==> config.mk <==
export PLATFORM = sky130hd
export DESIGN_NAME = fpga_serial_loader
export DESIGN_NICKNAME = d
export VERILOG_FILES = /design/src/rtl/fpga_serial_loader.sv
export SDC_FILE = /design/constraint.sdc
export NUM_CORES = 1
export LEC_CHECK = 0
export BUFFER_PORTS_ARGS = -buffer_cell sky130_fd_sc_hd__clkbuf_2
export CORE_ASPECT_RATIO = 1.75
export CORE_MARGIN = 2
export CORE_UTILIZATION = 35
export DETAILED_ROUTE_END_ITERATION = 10
export MAX_ROUTING_LAYER = met4
export SLEW_MARGIN = 25
export SYNTH_ARGS = -nofsm -noshare
export SYNTH_HDL_FRONTEND = slang
export SYNTH_SLANG_ARGS = --single-unit
==> constraint.sdc <==
create_clock -name clk -period 4.6 [get_ports clk]
set_clock_uncertainty 0.05 [all_clocks]
set_input_delay 0.92 -clock clk [delete_from_list [all_inputs] [get_ports clk]]
set_output_delay 0.92 -clock clk [all_outputs]
set_load 0.05 [all_outputs]
==> src/rtl/fpga_serial_loader.sv <==
module fpga_serial_loader #(
  parameter int CLK_DIV       = 4,
  parameter int PULSE_CYC     = 100,
  parameter int CLEAR_CYC     = 750000,
  parameter int TIMEOUT_BYTES = 1024
) (
  input  logic       clk,
  input  logic       rst_n,
  input  logic       start,
  input  logic       partial,
  input  logic [7:0] s_data,
  input  logic       s_valid,
  input  logic       s_last,
  output logic       s_ready,
  output logic       prog_n,
  output logic       sclk,
  output logic       sdata,
  input  logic       done_in,
  output logic       busy,
  output logic       done_ok,
  output logic [1:0] err
);
  localparam int HALF  = CLK_DIV / 2;
  localparam int DIV_W = (CLK_DIV > 2) ? $clog2(CLK_DIV) : 1;
  localparam int CNT_W = $clog2(PULSE_CYC + CLEAR_CYC + 1);
  localparam int TO_W  = $clog2(TIMEOUT_BYTES + 1);

  localparam logic [1:0] E_NONE = 2'd0, E_EARLY = 2'd1, E_TIME = 2'd2, E_UNSUP = 2'd3;
  localparam logic [1:0] K_DATA = 2'd0, K_POLL = 2'd1, K_FINAL = 2'd2;

  typedef enum logic [2:0] {IDLE, PULSE, CLEAR, FETCH, SHIFT, POLL} st_t;

  st_t              st;
  logic [CNT_W-1:0] cnt;
  logic [DIV_W-1:0] div;
  logic [2:0]       bitn;
  logic [7:0]       shreg;
  logic [1:0]       kind;
  logic             last_q;
  logic [TO_W-1:0]  ffcnt;
  logic [1:0]       sync;
  logic             done_s;

  assign done_s  = sync[1];
  assign busy    = (st != IDLE);
  assign prog_n  = (st != PULSE);
  assign s_ready = (st == FETCH);
  assign sclk    = (st == SHIFT) && (div >= DIV_W'(HALF));
  assign sdata   = (st == SHIFT) ? shreg[7] : 1'b1;

  always_ff @(posedge clk or negedge rst_n)
    if (!rst_n) sync <= 2'b00;
    else        sync <= {sync[0], done_in};

  always_ff @(posedge clk or negedge rst_n) begin
    if (!rst_n) begin
      st      <= IDLE;
      cnt     <= '0;
      div     <= '0;
      bitn    <= '0;
      shreg   <= 8'hFF;
      kind    <= K_DATA;
      last_q  <= 1'b0;
      ffcnt   <= '0;
      done_ok <= 1'b0;
      err     <= E_NONE;
    end else begin
      case (st)
        IDLE: if (start) begin
          done_ok <= 1'b0;
          if (partial) err <= E_UNSUP;
          else begin
            err <= E_NONE;
            cnt <= '0;
            st  <= PULSE;
          end
        end
        PULSE: begin
          if (cnt == CNT_W'(PULSE_CYC - 1)) begin
            cnt <= '0;
            st  <= CLEAR;
          end else cnt <= cnt + 1'b1;
        end
        CLEAR: begin
          cnt <= cnt + 1'b1;
          if (cnt == CNT_W'(2) && done_s) begin
            err <= E_EARLY;
            st  <= IDLE;
          end else if (cnt == CNT_W'(CLEAR_CYC - 1)) st <= FETCH;
        end
        FETCH: if (s_valid) begin
          shreg  <= s_data;
          last_q <= s_last;
          kind   <= K_DATA;
          bitn   <= '0;
          div    <= '0;
          st     <= SHIFT;
        end
        SHIFT: begin
          if (div == DIV_W'(CLK_DIV - 1)) begin
            div <= '0;
            if (bitn == 3'd7) begin
              case (kind)
                K_DATA: begin
                  ffcnt <= '0;
                  st    <= last_q ? POLL : FETCH;
                end
                K_POLL: begin
                  ffcnt <= ffcnt + 1'b1;
                  st    <= POLL;
                end
                default: begin
                  done_ok <= 1'b1;
                  st      <= IDLE;
                end
              endcase
            end else begin
              shreg <= {shreg[6:0], 1'b1};
              bitn  <= bitn + 1'b1;
            end
          end else div <= div + 1'b1;
        end
        POLL: begin
          if (!done_s && ffcnt == TO_W'(TIMEOUT_BYTES)) begin
            err <= E_TIME;
            st  <= IDLE;
          end else begin
            shreg <= 8'hFF;
            kind  <= done_s ? K_FINAL : K_POLL;
            bitn  <= '0;
            div   <= '0;
            st    <= SHIFT;
          end
        end
        default: st <= IDLE;
      endcase
    end
  end
endmodule

* Word level (Yosys, flattened, before mapping)
Cells that the tools add are included.
Cells by class: $add $sub $neg 4, $mul 0, div/mod/pow operators 0, order comparisons 1, eq/ne operators 25, shift-type cells 0, muxes and demuxes 45, bitwise gates (word level) 0, reduce and logical (&&, ||, !) cells 23
Operators with widths (count):
- $mux 20 | 3
- $pmux 20 s3 | 1
- $mux 3 | 14
- $mux 8 | 4
- $pmux 8 s3 | 1
- $pmux 11 s2 | 1
- $add 20x1->20 const B | 1
- $eq 20x2->1 const B | 1
- $eq 20x20->1 const B | 1
- $eq 20x7->1 const B | 1
- $mux 2 | 9
- $ne 2x2->1 const B | 9
- $pmux 3 s6 | 1
- $pmux 2 s3 | 2
- $reduce_bool 3->1 | 4
- $add 11x1->11 const B | 1
- $eq 11x11->1 const B | 1
- $reduce_and 5->1 | 2
- $eq 3x3->1 const B | 3
- $pmux 3 s3 | 1
- $reduce_and 3->1 | 3
- $reduce_and 4->1 | 2
- $reduce_and 7->1 | 1
- $eq 3x2->1 const B | 2
- 20 further kinds | 29
Storage, ports and cells: flip-flop bits (word level) 55, bits in latches 0, RAM bits 0, memory bits (read-only) 0, input port bits 15, output and inout bits 8, word-level logic and storage cells 109, memories 0

* Longest topological paths before layout
depth in word-level cells 6, gate-level depth with buffers 8

* Least setup slack after synthesis
Ideal clock, no wire load.
kind register to output, start point register st[1], end point output sclk, data arrival time 1.727 ns, required time 3.630 ns, path slack 1.903 ns, stages on the path, launching flop included 5, cell sequence dfrtp_1 > or3b_1 > buf_2 > clkbuf_1 > nor2_1
On the way: cells in the longest elaborated chain, start to end 2
Ends and longest elaborated chain:
- start, declared | line 33 | st_t st;
- start signal, assigned | line 106 | st <= last_q ? POLL : FETCH;
- $eq 3x3->1 | line 48 | assign sclk = (st == SHIFT) && (div >= DIV_W'(HALF));
- $logic_and 1x1->1 | line 48
- end, declared | line 16 | output logic sclk,
No other way between the ends.

* Final worst setup path
start point register st[2], end point output sdata
On the way: cells in the longest elaborated chain, start to end 2
Ends and longest elaborated chain:
- $eq 3x3->1 | line 49 | assign sdata = (st == SHIFT) ? shreg[7] : 1'b1;
- $mux 1 | line 49
- end, declared | line 17 | output logic sdata,
No other way between the ends.

==> summary.txt <==
Status
  • Status: complete, no violations

Clocking
  • Max clock buf depth: 2
  • Clock tree root buffer cell: clkbuf_16
  • Hold Buf Count CTS: 0
  • CTS resizes: 0
  • CTS Sinks: 55
  • CTS tree: done
  • Total setup buffers inserted after CTS: 0
  • Htree depth: 2
  • Clock buffer count from CTS: 5
  • Clock transition at the registers of the reported paths: 0.08 ns
  • Clock latency on the worst-skew pair: 0.30 ns

Timing
  • Final-report hold violation count: 0
  • Fin worst setup slack: 1.56 ns
  • # setup viols final: 0
  • Post-route setup TNS: 0 ns
  • Period utilisation layout: 0.662
  • Rel. slew slack: 0.448
  • WHS: 0.300 ns
  • Worst Max-Slew Pin Slew: 0.828 ns
  • RSZ-0062 raised after global routing: false
  • Post-layout minimum cycle time: 3.04 ns
  • Fmax: 329 MHz
  • Max-slew violations: 0

Final layout
  • Multi-input gate area: 1600 um2
  • Final nets: 388
  • Share of layout cells above drive strength 1: 0.131
  • Final Util: 0.401
  • Synth-to-layout area growth: 11.5%
  • Finished Layout Cells: 483
  • FILL cells: 913
  • ANT cells: 0
  • Register Area: 1390 um2
  • Final instance area: 3470 um2

Setup path
  • CP required: 3.63 ns
  • CP Max Fanout: 16
  • R2R setup slack: 2.11 ns
  • Slowest CP cell: or3b_1
  • Type of the worst setup path: reg -> out
  • Worst-path cell chain: or3b_1 -> or2_2 -> clkbuf_2
  • Crit path buffers/inverters: 1
  • Worst Setup End Kind: output pin
  • Crit-path max cell delay: 0.62 ns
  • Cells on worst reg2reg path: 4
  • Top Family by Delay on Critical Path: simple AND/OR/NAND/NOR gates
  • FF-to-FF End: ffcnt[10]$_DFFE_PN0P_
  • R2R Path Start: st[2]$_DFFE_PN0P_
  • Worst EP arrival: 2.07 ns
  • Critical path depth: 3
  • CP Capture Point: sdata
  • CP startpoint kind: flop
  • Crit. Startpoint: st[2]$_DFFE_PN0P_

Synthesis
  • Syn nets: 375
  • Yosys warns: 0
  • EDFF count, synth: 0
  • Mapped Area: 3120 um2
  • Cell taking the most area after synthesis: dfrtp_1
  • Share of the synthesized area in the top cell type: 0.378
  • Unique masters post-synth: 56
  • Synth Instances: 352
  • Seq cells post-synth: 55
  • Top cells by area, synth: dfrtp_1 (38%), dfstp_2 (6.7%), nand2_1 (6.5%)
  • Seq/Total Area, Yosys: 0.445
  • Synth Flop Type: dfrtp_1
  • Top cells by count, synth: nand2_1 (54), dfrtp_1 (47), o21ai_0 (36)
  • Mean Syn Cell Area: 8.85 um2
  • FFs w/ async S/R, synth: 1.00
  • Count leader, synth: nand2_1

Placement
  • Placer congestion estimate: 0.807
  • Place WS: 1.89 ns
  • Final HPWL DP: 5510 um
  • Placed cell areas: 3300 um2
  • Port Buf Inserts: 22
  • Dpl cells: 475

Worst hold path
  • Worst Hold Class: reg -> reg

Detailed routing
  • Final WL: 7570 um
  • Initial DRT Pass Iterations: 4
  • DRC: 0
  • Via count: 2,697
  • Antenna Nets Post-Route: 0
  • Initial DRC count: 219
  • Via/cell ratio: 5.58
  • Wire per inst: 15.7 um

Power and ir drop
  • Sw Pwr: 0.887 mW
  • Clk network pwr share: 0.215
  • P_int: 1.15 mW
  • Sequential power share: 0.385
  • Worst VDD drop: 213 uV
  • Switching fraction of total power: 0.435
  • Comb power frac: 0.400
  • Leakage Power: 1.50 nW
  • Pwr Total: 2.04 mW
  • Power density cells: 587 nW/um2

Floorplan
  • Starting density of the core: 0.359
  • I/O Pins: 23
  • Die Wd: 75.3 um
  • Die footprint: 9700 um2
  • Row count: 45
  • Core area: 8670 um2
  • Die height: 129 um

GRT
  • M1 GR Usage: 0.176
  • Busiest grt layer: met2
  • Routing usage on met2: 0.303
  • Total grt overflow: 0
  • Met3 global-route usage: 0.0235
  • Initial antenna violation count: 0
  • Total GRT Usage: 0.169
  • Vias in the first global route: 2,522
  • First-pass GRT wire length: 12,200 um
  • Largest net degree at the start of global routing: 30

Flow run
  • Max Cap Violations: 0
## power by group through the flow
stage          Clock [mW]  Sequential (mW)  Combinational [mW]
2_1_floorplan           0            0.735               0.662
3_3_place_gp            0            0.783               0.809
3_5_place_dp            0            0.790               0.823
4_1_cts             0.449            0.780               0.826
5_1_grt             0.465            0.804               0.928
6_report            0.437            0.784               0.816
## routing by layer
| metal | part of all wire | up-vias |
|---|---|---|
| met1 | 0.40 | 1312 |
| met5 | 0 | - |
| li1 | - | 1320 |
| met3 | 0.026 | 14 |
| met2 | 0.55 | 51 |
| met4 | 0.029 | 0 |
## flip-flops by register name (all words and copies together) (netlist names)
| register | count |
|---|---|
| div | 2 |
| bitn | 3 |
| ffcnt | 11 |
| shreg | 8 |
| err | 2 |
| st | 3 |
| done_ok | 1 |
| sync | 2 |
| cnt | 20 |
| last_q | 1 |
| kind | 2 |
## placed cells by master, fill, tap and decap left out, types with 2 or more instances in the layout
cell / n
nand2_1: 54
dfrtp_1: 47
o21ai_0: 36
clkbuf_2: 22
nand3_1: 17
nor2_1: 16
a21oi_1: 12
a31oi_1: 11
inv_1: 10
nand4_1: 9
nor3_1: 9
and3_1: 9
o22ai_1: 8
ha_1: 8
dfstp_2: 8
nor4_1: 7
or3_1: 6
a22o_1: 6
nand2b_1: 5
a21o_1: 5
clkbuf_16: 5
a41oi_1: 4
o21a_1: 4
nor2b_1: 3
nor4b_1: 3
xor2_1: 3
buf_4: 3
and2_1: 2
nor3b_1: 2
or4_1: 2
xnor2_1: 2
mux2i_1: 2
## worst min path at each step
| stage | to | startpoint | slack [ns] | cells after the start |
|---|---|---|---|---|
| 5_1_grt | sync[1]$_DFF_PN0_ | sync[0]$_DFF_PN0_ | 0.32 | 0 |
| 4_1_cts | sync[1]$_DFF_PN0_ | sync[0]$_DFF_PN0_ | 0.30 | 0 |
| 3_5_place_dp | sync[1]$_DFF_PN0_ | sync[0]$_DFF_PN0_ | 0.29 | 0 |
| 6_report | sync[1]$_DFF_PN0_ | sync[0]$_DFF_PN0_ | 0.30 | 0 |
| 3_3_place_gp | sync[1]$_DFF_PN0_ | sync[0]$_DFF_PN0_ | 0.28 | 0 |
| 2_1_floorplan | sync[1]$_DFF_PN0_ | sync[0]$_DFF_PN0_ | 0.28 | 0 |
## cell type report
type / count / share of cell area
tap: 117 / 0.0421
clock inverter: 3 / 0.0126
inverter: 10 / 0.0108
multi-input combinational: 268 / 0.461
timing repair buffer: 25 / 0.0382
clock buffer: 5 / 0.0360
sequential: 55 / 0.399
## worst reg2reg max path, cell delays in order, from the launching register on
cell and delay [ns]:
dfrtp_1 0.56, or3b_1 0.62, or3_1 0.67, nor4b_1 0.40, a211o_1 0.14
## cell families (layout without fill, tap and decap cells)
kind of cell,after synthesis,after routing,share of synthesized area
flops,55,55,0.445
simple gates,152,152,0.249
compound gates,100,100,0.208
xor+xnor,5,5,0.0141
mux,3,3,0.0100
buf+inv,29,43,0.0410
fa+ha+maj,8,8,0.0321
Power figures use the tool's default switching activity.
